<file path="src/rtl/branch_eval.sv">
module branch_eval #(
  parameter int AW    = 32,
  parameter int CYC_W = 5
) (
  input  logic             clk,
  input  logic             rst_n,
  input  logic             start,
  input  logic [15:0]      opcode,
  input  logic [15:0]      ext_word,
  input  logic [AW-1:0]    pc_in,
  input  logic [AW-1:0]    sp_in,
  input  logic [3:0]       nzvc,
  output logic             done,
  output logic             taken,
  output logic [AW-1:0]    pc_out,
  output logic [AW-1:0]    sp_out,
  output logic             push_valid,
  output logic [AW-1:0]    push_addr,
  output logic [AW-1:0]    push_data,
  output logic [CYC_W-1:0] cycles
);
  localparam logic [CYC_W-1:0] C_TAKEN = CYC_W'(10);
  localparam logic [CYC_W-1:0] C_CALL  = CYC_W'(18);
  localparam logic [CYC_W-1:0] C_SKIP  = CYC_W'(8);
  localparam logic [CYC_W-1:0] C_LONG  = CYC_W'(4);
  localparam logic [AW-1:0]    PUSH_SZ = AW'(4);

  wire f_n = nzvc[3];
  wire f_z = nzvc[2];
  wire f_v = nzvc[1];
  wire f_c = nzvc[0];

  wire [3:0] code      = opcode[11:8];
  wire       long_form = (opcode[7:0] == 8'h00);
  wire       is_call   = (code == 4'd1);

  wire [AW-1:0] disp   = long_form ? {{(AW-16){ext_word[15]}}, ext_word}
                                   : {{(AW-8){opcode[7]}}, opcode[7:0]};
  wire [AW-1:0] seq_pc = pc_in + (long_form ? AW'(2) : AW'(0));
  wire [AW-1:0] target = pc_in + disp;

  logic go;
  always_comb begin
    unique case (code)
      4'd0, 4'd1: go = 1'b1;
      4'd2:  go = !f_c && !f_z;
      4'd3:  go = f_c || f_z;
      4'd4:  go = !f_c;
      4'd5:  go = f_c;
      4'd6:  go = !f_z;
      4'd7:  go = f_z;
      4'd8:  go = !f_v;
      4'd9:  go = f_v;
      4'd10: go = !f_n;
      4'd11: go = f_n;
      4'd12: go = (f_n == f_v);
      4'd13: go = (f_n != f_v);
      4'd14: go = (f_n == f_v) && !f_z;
      default: go = f_z || (f_n != f_v);
    endcase
  end

  logic [CYC_W-1:0] cost;
  always_comb begin
    if (is_call)        cost = C_CALL;
    else if (go)        cost = C_TAKEN;
    else if (long_form) cost = C_SKIP + C_LONG;
    else                cost = C_SKIP;
  end

  always_ff @(posedge clk) begin
    if (!rst_n) begin
      done       <= 1'b0;
      taken      <= 1'b0;
      pc_out     <= '0;
      sp_out     <= '0;
      push_valid <= 1'b0;
      push_addr  <= '0;
      push_data  <= '0;
      cycles     <= '0;
    end else begin
      done       <= start;
      push_valid <= start && is_call;
      if (start) begin
        taken  <= go;
        pc_out <= go ? target : seq_pc;
        sp_out <= is_call ? sp_in - PUSH_SZ : sp_in;
        cycles <= cost;
        if (is_call) begin
          push_addr <= sp_in - PUSH_SZ;
          push_data <= seq_pc;
        end
      end
    end
  end

  a_r9_done_follows_start: assert property (@(posedge clk) disable iff (!rst_n)
    done |-> $past(start));
  a_r7_push_with_done: assert property (@(posedge clk) disable iff (!rst_n)
    push_valid |-> (done && taken && push_addr == sp_out));
  a_r7_sp_lowered: assert property (@(posedge clk) disable iff (!rst_n)
    push_valid |-> (sp_out == $past(sp_in) - PUSH_SZ));
  a_r11_sp_kept: assert property (@(posedge clk) disable iff (!rst_n)
    (done && !push_valid) |-> (sp_out == $past(sp_in)));
  a_r8_cost_legal: assert property (@(posedge clk) disable iff (!rst_n)
    done |-> (taken ? (cycles == C_TAKEN || cycles == C_CALL)
                    : (cycles == C_SKIP || cycles == C_SKIP + C_LONG)));
  a_r9_hold: assert property (@(posedge clk) disable iff (!rst_n)
    !$past(start) |-> ($stable(pc_out) && $stable(sp_out) && $stable(cycles)));
endmodule

</file>
<file path="config.mk">
export PLATFORM = sky130hd
export DESIGN_NAME = branch_eval
export DESIGN_NICKNAME = d
export VERILOG_FILES = /design/src/rtl/branch_eval.sv
export SDC_FILE = /design/constraint.sdc
export NUM_CORES = 1
export LEC_CHECK = 0
export ABC_AREA = 1
export BUFFER_PORTS_ARGS = -buffer_cell sky130_fd_sc_hd__buf_2
export CAP_MARGIN = 20
export CORE_MARGIN = 4
export CORE_UTILIZATION = 35
export CTS_CLUSTER_SIZE = 16
export DETAILED_ROUTE_END_ITERATION = 16
export RECOVER_POWER = 25
export SLEW_MARGIN = 20
export SYNTH_ARGS = -nofsm -noshare
export SYNTH_HDL_FRONTEND = slang
export SYNTH_SLANG_ARGS = --single-unit
</file>
<file path="constraint.sdc">
create_clock -name clk -period 6.7 [get_ports clk]
set_clock_uncertainty 0.05 [all_clocks]
set_input_delay 0.67 -clock clk [delete_from_list [all_inputs] [get_ports clk]]
set_output_delay 0.67 -clock clk [all_outputs]
set_load 0.005 [all_outputs]
</file>
* After elaboration in Yosys (flattened, before gate mapping)
Index checks and enable logic that the tools add are counted.
W data, S select, Z words.
** Word-level totals
- Register bits :: 136
- Input bits :: 103
- Output and inout port bits :: 136
** Operators by class
- Add/sub/neg operators :: 3
- Equal/unequal tests :: 16
- Muxes and demuxes :: 8
- Reductions and logical operators :: 13
** Operators by type and width (count)
- $mux W32 :: 3
- $add A32 B2 Y32 :: 1
- $add A32 B32 Y32 :: 1
- $sub A32 B3 Y32 const B :: 1
- $eq A4 B4 Y1 const B :: 7
- $eq A4 B3 Y1 const B :: 4
- $pmux W1 S14 :: 1
- $eq A4 B2 Y1 const B :: 2
- $logic_not A8 Y1 :: 1
- $mux W3 :: 2
- $mux W5 :: 1
- $eq A4 B1 Y1 const B :: 1
- $logic_not A1 Y1 :: 4
- $logic_not A4 Y1 :: 1
- $logic_and A1 B1 Y1 :: 3
- $logic_or A1 B1 Y1 :: 2
- $mux W2 :: 1
- $reduce_and A2 Y1 :: 1
- $reduce_or A2 Y1 :: 1
- $eq A1 B1 Y1 :: 1
- $ne A1 B1 Y1 :: 1

* Depth between registers and ports, before layout
- Word-level depth :: 5
- Mapped depth :: 22
- Depth with buffers taken out :: 21

* Least setup slack after synthesis
Ideal clock, no wire load.
- Path kind :: input to register
- Start point :: in opcode[0]
- End point :: reg pc_out[30]
- Library setup time :: 0.128 ns
- Data arrival time :: 2.850 ns
- Required time :: 6.522 ns
- Slack :: 3.672 ns
- Cell stages on the path :: 21
- Path buffers :: 1
- Cells stage by stage :: nor2_1 -> nand3_1 -> nor2_2 -> clkbuf_1 -> inv_1 -> nor2_1 -> nor2_1 -> ha_1 -> nand2_1 -> nor2_1 -> inv_1 -> nor3_1 -> nand2_1 -> nand2_1 -> nand2_1 -> nand2_1 -> nand2_1 -> nand2_1 -> nor2_1 -> nor2_1 -> nor2_1
** On the way
- Longest elaborated chain between the ends :: 4
- Elaborated cells between the ends (all ways) :: 6
- Classes of those cells :: add/sub (2); mux (3); reduce/logical (1)
** Ends and longest elaborated chain
- start: declaration :: line 8 : input logic [15:0] opcode,
- $logic_not A8 Y1 :: line 34 : wire long_form = (opcode[7:0] == 8'h00);
- $mux W2 or $mux W32 (tied branches) :: line 39, 37
- $add A32 B2 Y32 or $add A32 B32 Y32 (tied branches) :: line 39, 40
- $mux W32 * :: line 86 : pc_out <= go ? target : seq_pc;
- end signal: assignment :: line 86
- end: declaration :: line 15 : output logic [AW-1:0] pc_out,
Every way passes the cells marked *; elsewhere a longest branch is shown, timed or not.
A chain may end at the register's enable or synchronous reset.

* Worst setup path after layout
- Start point :: in start
- End point :: reg push_addr[29]
** On the way
- Longest elaborated chain between the ends :: 1
** Ends and longest elaborated chain
- start: declaration :: line 7 : input logic start,
- $reduce_and A2 Y1 (no source line)
- end signal: assignment :: line 90 : push_addr <= sp_in - PUSH_SZ;
- end: declaration :: line 18 : output logic [AW-1:0] push_addr,
Every way passes these cells.

==> out/results.ini <==
[global_routing]
grt_max_degree = 66
grt_pass1_vias = 9686
grt_antenna_before_repair = 0
grt_pass1_wl_um = 53200
grt_overflow = 0
grt_usage_pct = 23.0

[place]
dp.cells = 2079
dpl.hpwl_um = 27600
post-place-ws_ns = 2.61
placed_area_um2 = 10900
io_buffer_count = 233
finalWeightedCongestion = 0.926

[floorplanning]
die_h_um = 172
start_util_pct = 35.9
die-area_um2 = 29700
die_x_um = 172
rows = 59
pin_count = 239
coreArea_um2 = 26300

[final_layout]
fill_cells = 2890
stdcell_area_um2 = 11400
fin_nets = 1902
diodes = 0
final_common_cell = nand2_1
final_cell_mix = nand2_1 (537), inv_1 (216), buf_2 (188)
area_growth_pct = 20.5
utilization_pct = 43.3
drive_above_1_share_pct = 15.6
fin_cells = 2111

[sta]
fmax_ghz = 0.242
max-slew-margin-rel_pct = -74.8
finalSetupViolCount = 0
final.setup.tns_ns = 0
hold_viol_final = 0
rsz0062_at_grt = false
drv_slew = 42
layout_setup_ws_ns = 2.58
worstMarginPinSlew_ns = 2.62
timing.final.crit_share_pct = 61.6
whs_ns = 0.407
layout_min_cycle_time_ns = 4.12

[routing]
first_pass_iters = 6
wl_per_cell_um = 16.7
drcViolationCount = 0
drt_iter0_markers = 914
ant_nets = 0
drt-total-wl_um = 35200
viasPerCell = 4.94
routed-via-count = 10400

[cts]
cts_hold_buffers = 0
cts_buffers = 17
cts_max_level = 4
clock_sinks = 135
insertion_delay_ns = 0.41
post_cts_resized = 0
cts_tree = yes
path_clk_slew_ns = 0.07
cts_root_buffer = clkbuf_16
cts_setup_buffers = 0
clk_path_buf_depth = 2

[power_and_ir_drop]
finalPower_mw = 2.37
power_density_nw_per_um2 = 208
p_leak_nw = 6.04
vdd_ir_drop_max_v = 0.000159

[flow_run]
drv_cap = 1

[critical_path]
cp-end-kind = register
rr_startpoint = sp_out[30]$_SDFFE_PN0P_
start_kind = input port
crit_fanout = 41
required_ns = 7.01
crit_arrival_ns = 4.44
critical_path.startpoint = start
criticalPathCategory = input port to register

[status]
status = finished, violations left
violations = max-capacitance violations, max-slew violations

[logic_synthesis]
synth_seq_area_share_pct = 28.6
ys_types = 43
synth_nets = 1687
synth-seq-cells = 135
ys_async_sr_fraction_pct = 0
synth_warnings = 0
syn_area_um2 = 9450
synth_edf_count = 0
ys.flop_type = dfxtp_1
synth_area_per_cell_um2 = 6.10
synth_cells = 1548

[hold_path]
min-delay-path-class = register to register
worstHoldStart = push_addr[17]$_SDFFE_PN0P_

[report_power, final]
part           switching (mW)  leakage [nW]  internal (mW)  total, mW
sequential             0.0238          1.10          0.843      0.866
clock                   0.434         0.288          0.530      0.964
combinational           0.355          4.65          0.180      0.535
total                   0.813          6.04           1.55       2.37
[cells in the mapped netlist (3+ instances only)]
| cell | instances | share of area, % |
|---|---|---|
| buf_6 | 4 | 0.48 |
| o21ai_1 | 8 | 0.42 |
| inv_2 | 8 | 0.32 |
| nor3_1 | 27 | 1.4 |
| ha_1 | 35 | 4.6 |
| nor2_2 | 6 | 0.40 |
| clkbuf_1 | 24 | 0.95 |
| inv_1 | 218 | 8.7 |
| nand4_1 | 18 | 1.2 |
| buf_2 | 11 | 0.58 |
| xor2_1 | 39 | 3.6 |
| a22o_1 | 33 | 3.1 |
| nand3b_1 | 10 | 0.79 |
| o21ai_0 | 43 | 2.3 |
| nor4_1 | 3 | 0.20 |
| nor2_1 | 174 | 6.9 |
| nand2_2 | 4 | 0.26 |
| a21oi_1 | 54 | 2.9 |
| dfxtp_1 | 135 | 29 |
| a31oi_1 | 11 | 0.73 |
| nand3_2 | 14 | 1.5 |
| nand2_1 | 537 | 21 |
| xnor2_1 | 6 | 0.56 |
| a21o_1 | 7 | 0.56 |
| nand3_1 | 90 | 4.8 |
| a21oi_2 | 7 | 0.65 |
[final cells by class]
| cell class | count | area [um^2] | area share (%) |
|---|---|---|---|
| Clock buffer | 17 | 425 | 3.74 |
| Clock inverter | 15 | 163 | 1.43 |
| Inverter | 228 | 858 | 7.54 |
| Multi-Input combinational cell | 1142 | 5660 | 49.7 |
| Sequential cell | 135 | 2700 | 23.8 |
| Tap cell | 335 | 419 | 3.68 |
| Timing Repair Buffer | 239 | 1150 | 10.1 |
[path summary, 6_finish.rpt]
| path | endpoint | slack (ns) | cells past startpoint |
|---|---|---|---|
| setup / recovery | push_addr[29]$_SDFFE_PN0P_ | 2.58 | 9 |
| setup reg to reg | sp_out[30]$_SDFFE_PN0P_ | 5.81 | 3 |
| hold reg to reg | push_addr[17]$_SDFFE_PN0P_ | 0.41 | 2 |
| hold / removal | push_addr[17]$_SDFFE_PN0P_ | 0.41 | 2 |
[sequential cells by signal, summed over array words and instances, names as in the netlist]
signal      count
done            1
push_data      32
push_addr      32
taken           1
sp_out         32
pc_out         32
cycles          4
push_valid      1
[logic make-up after synthesis]
family / Yosys count / synth area share, %
other: 1 / 0.0397
adders and majority gates: 36 / 4.85
buffers and inverters: 271 / 11.5
DFF: 135 / 28.6
and+or+nand+nor: 891 / 39.8
AOI/OAI and AO/OA: 169 / 11.1
xor gates and xnor gates: 45 / 4.17
[worst max-delay path: stages]
cell	delay, ns
buf_2	0.08
clkbuf_1	1.85
nand2_1	0.12
buf_4	0.33
nor2_4	0.85
inv_2	0.17
a21oi_1	0.18
o21ai_1	0.11
nand2_1	0.06
[metal layers]
metal / track usage (%) / wire length (um) / vias up
li1: - / - / 5300
met4: 7.25 / 931 / 0
met2: 37.3 / 15800 / 358
met1: 31.4 / 16200 / 4714
met5: 0 / 0 / -
met3: 3.86 / 2320 / 49
Power figures use the tool's default switching activity.
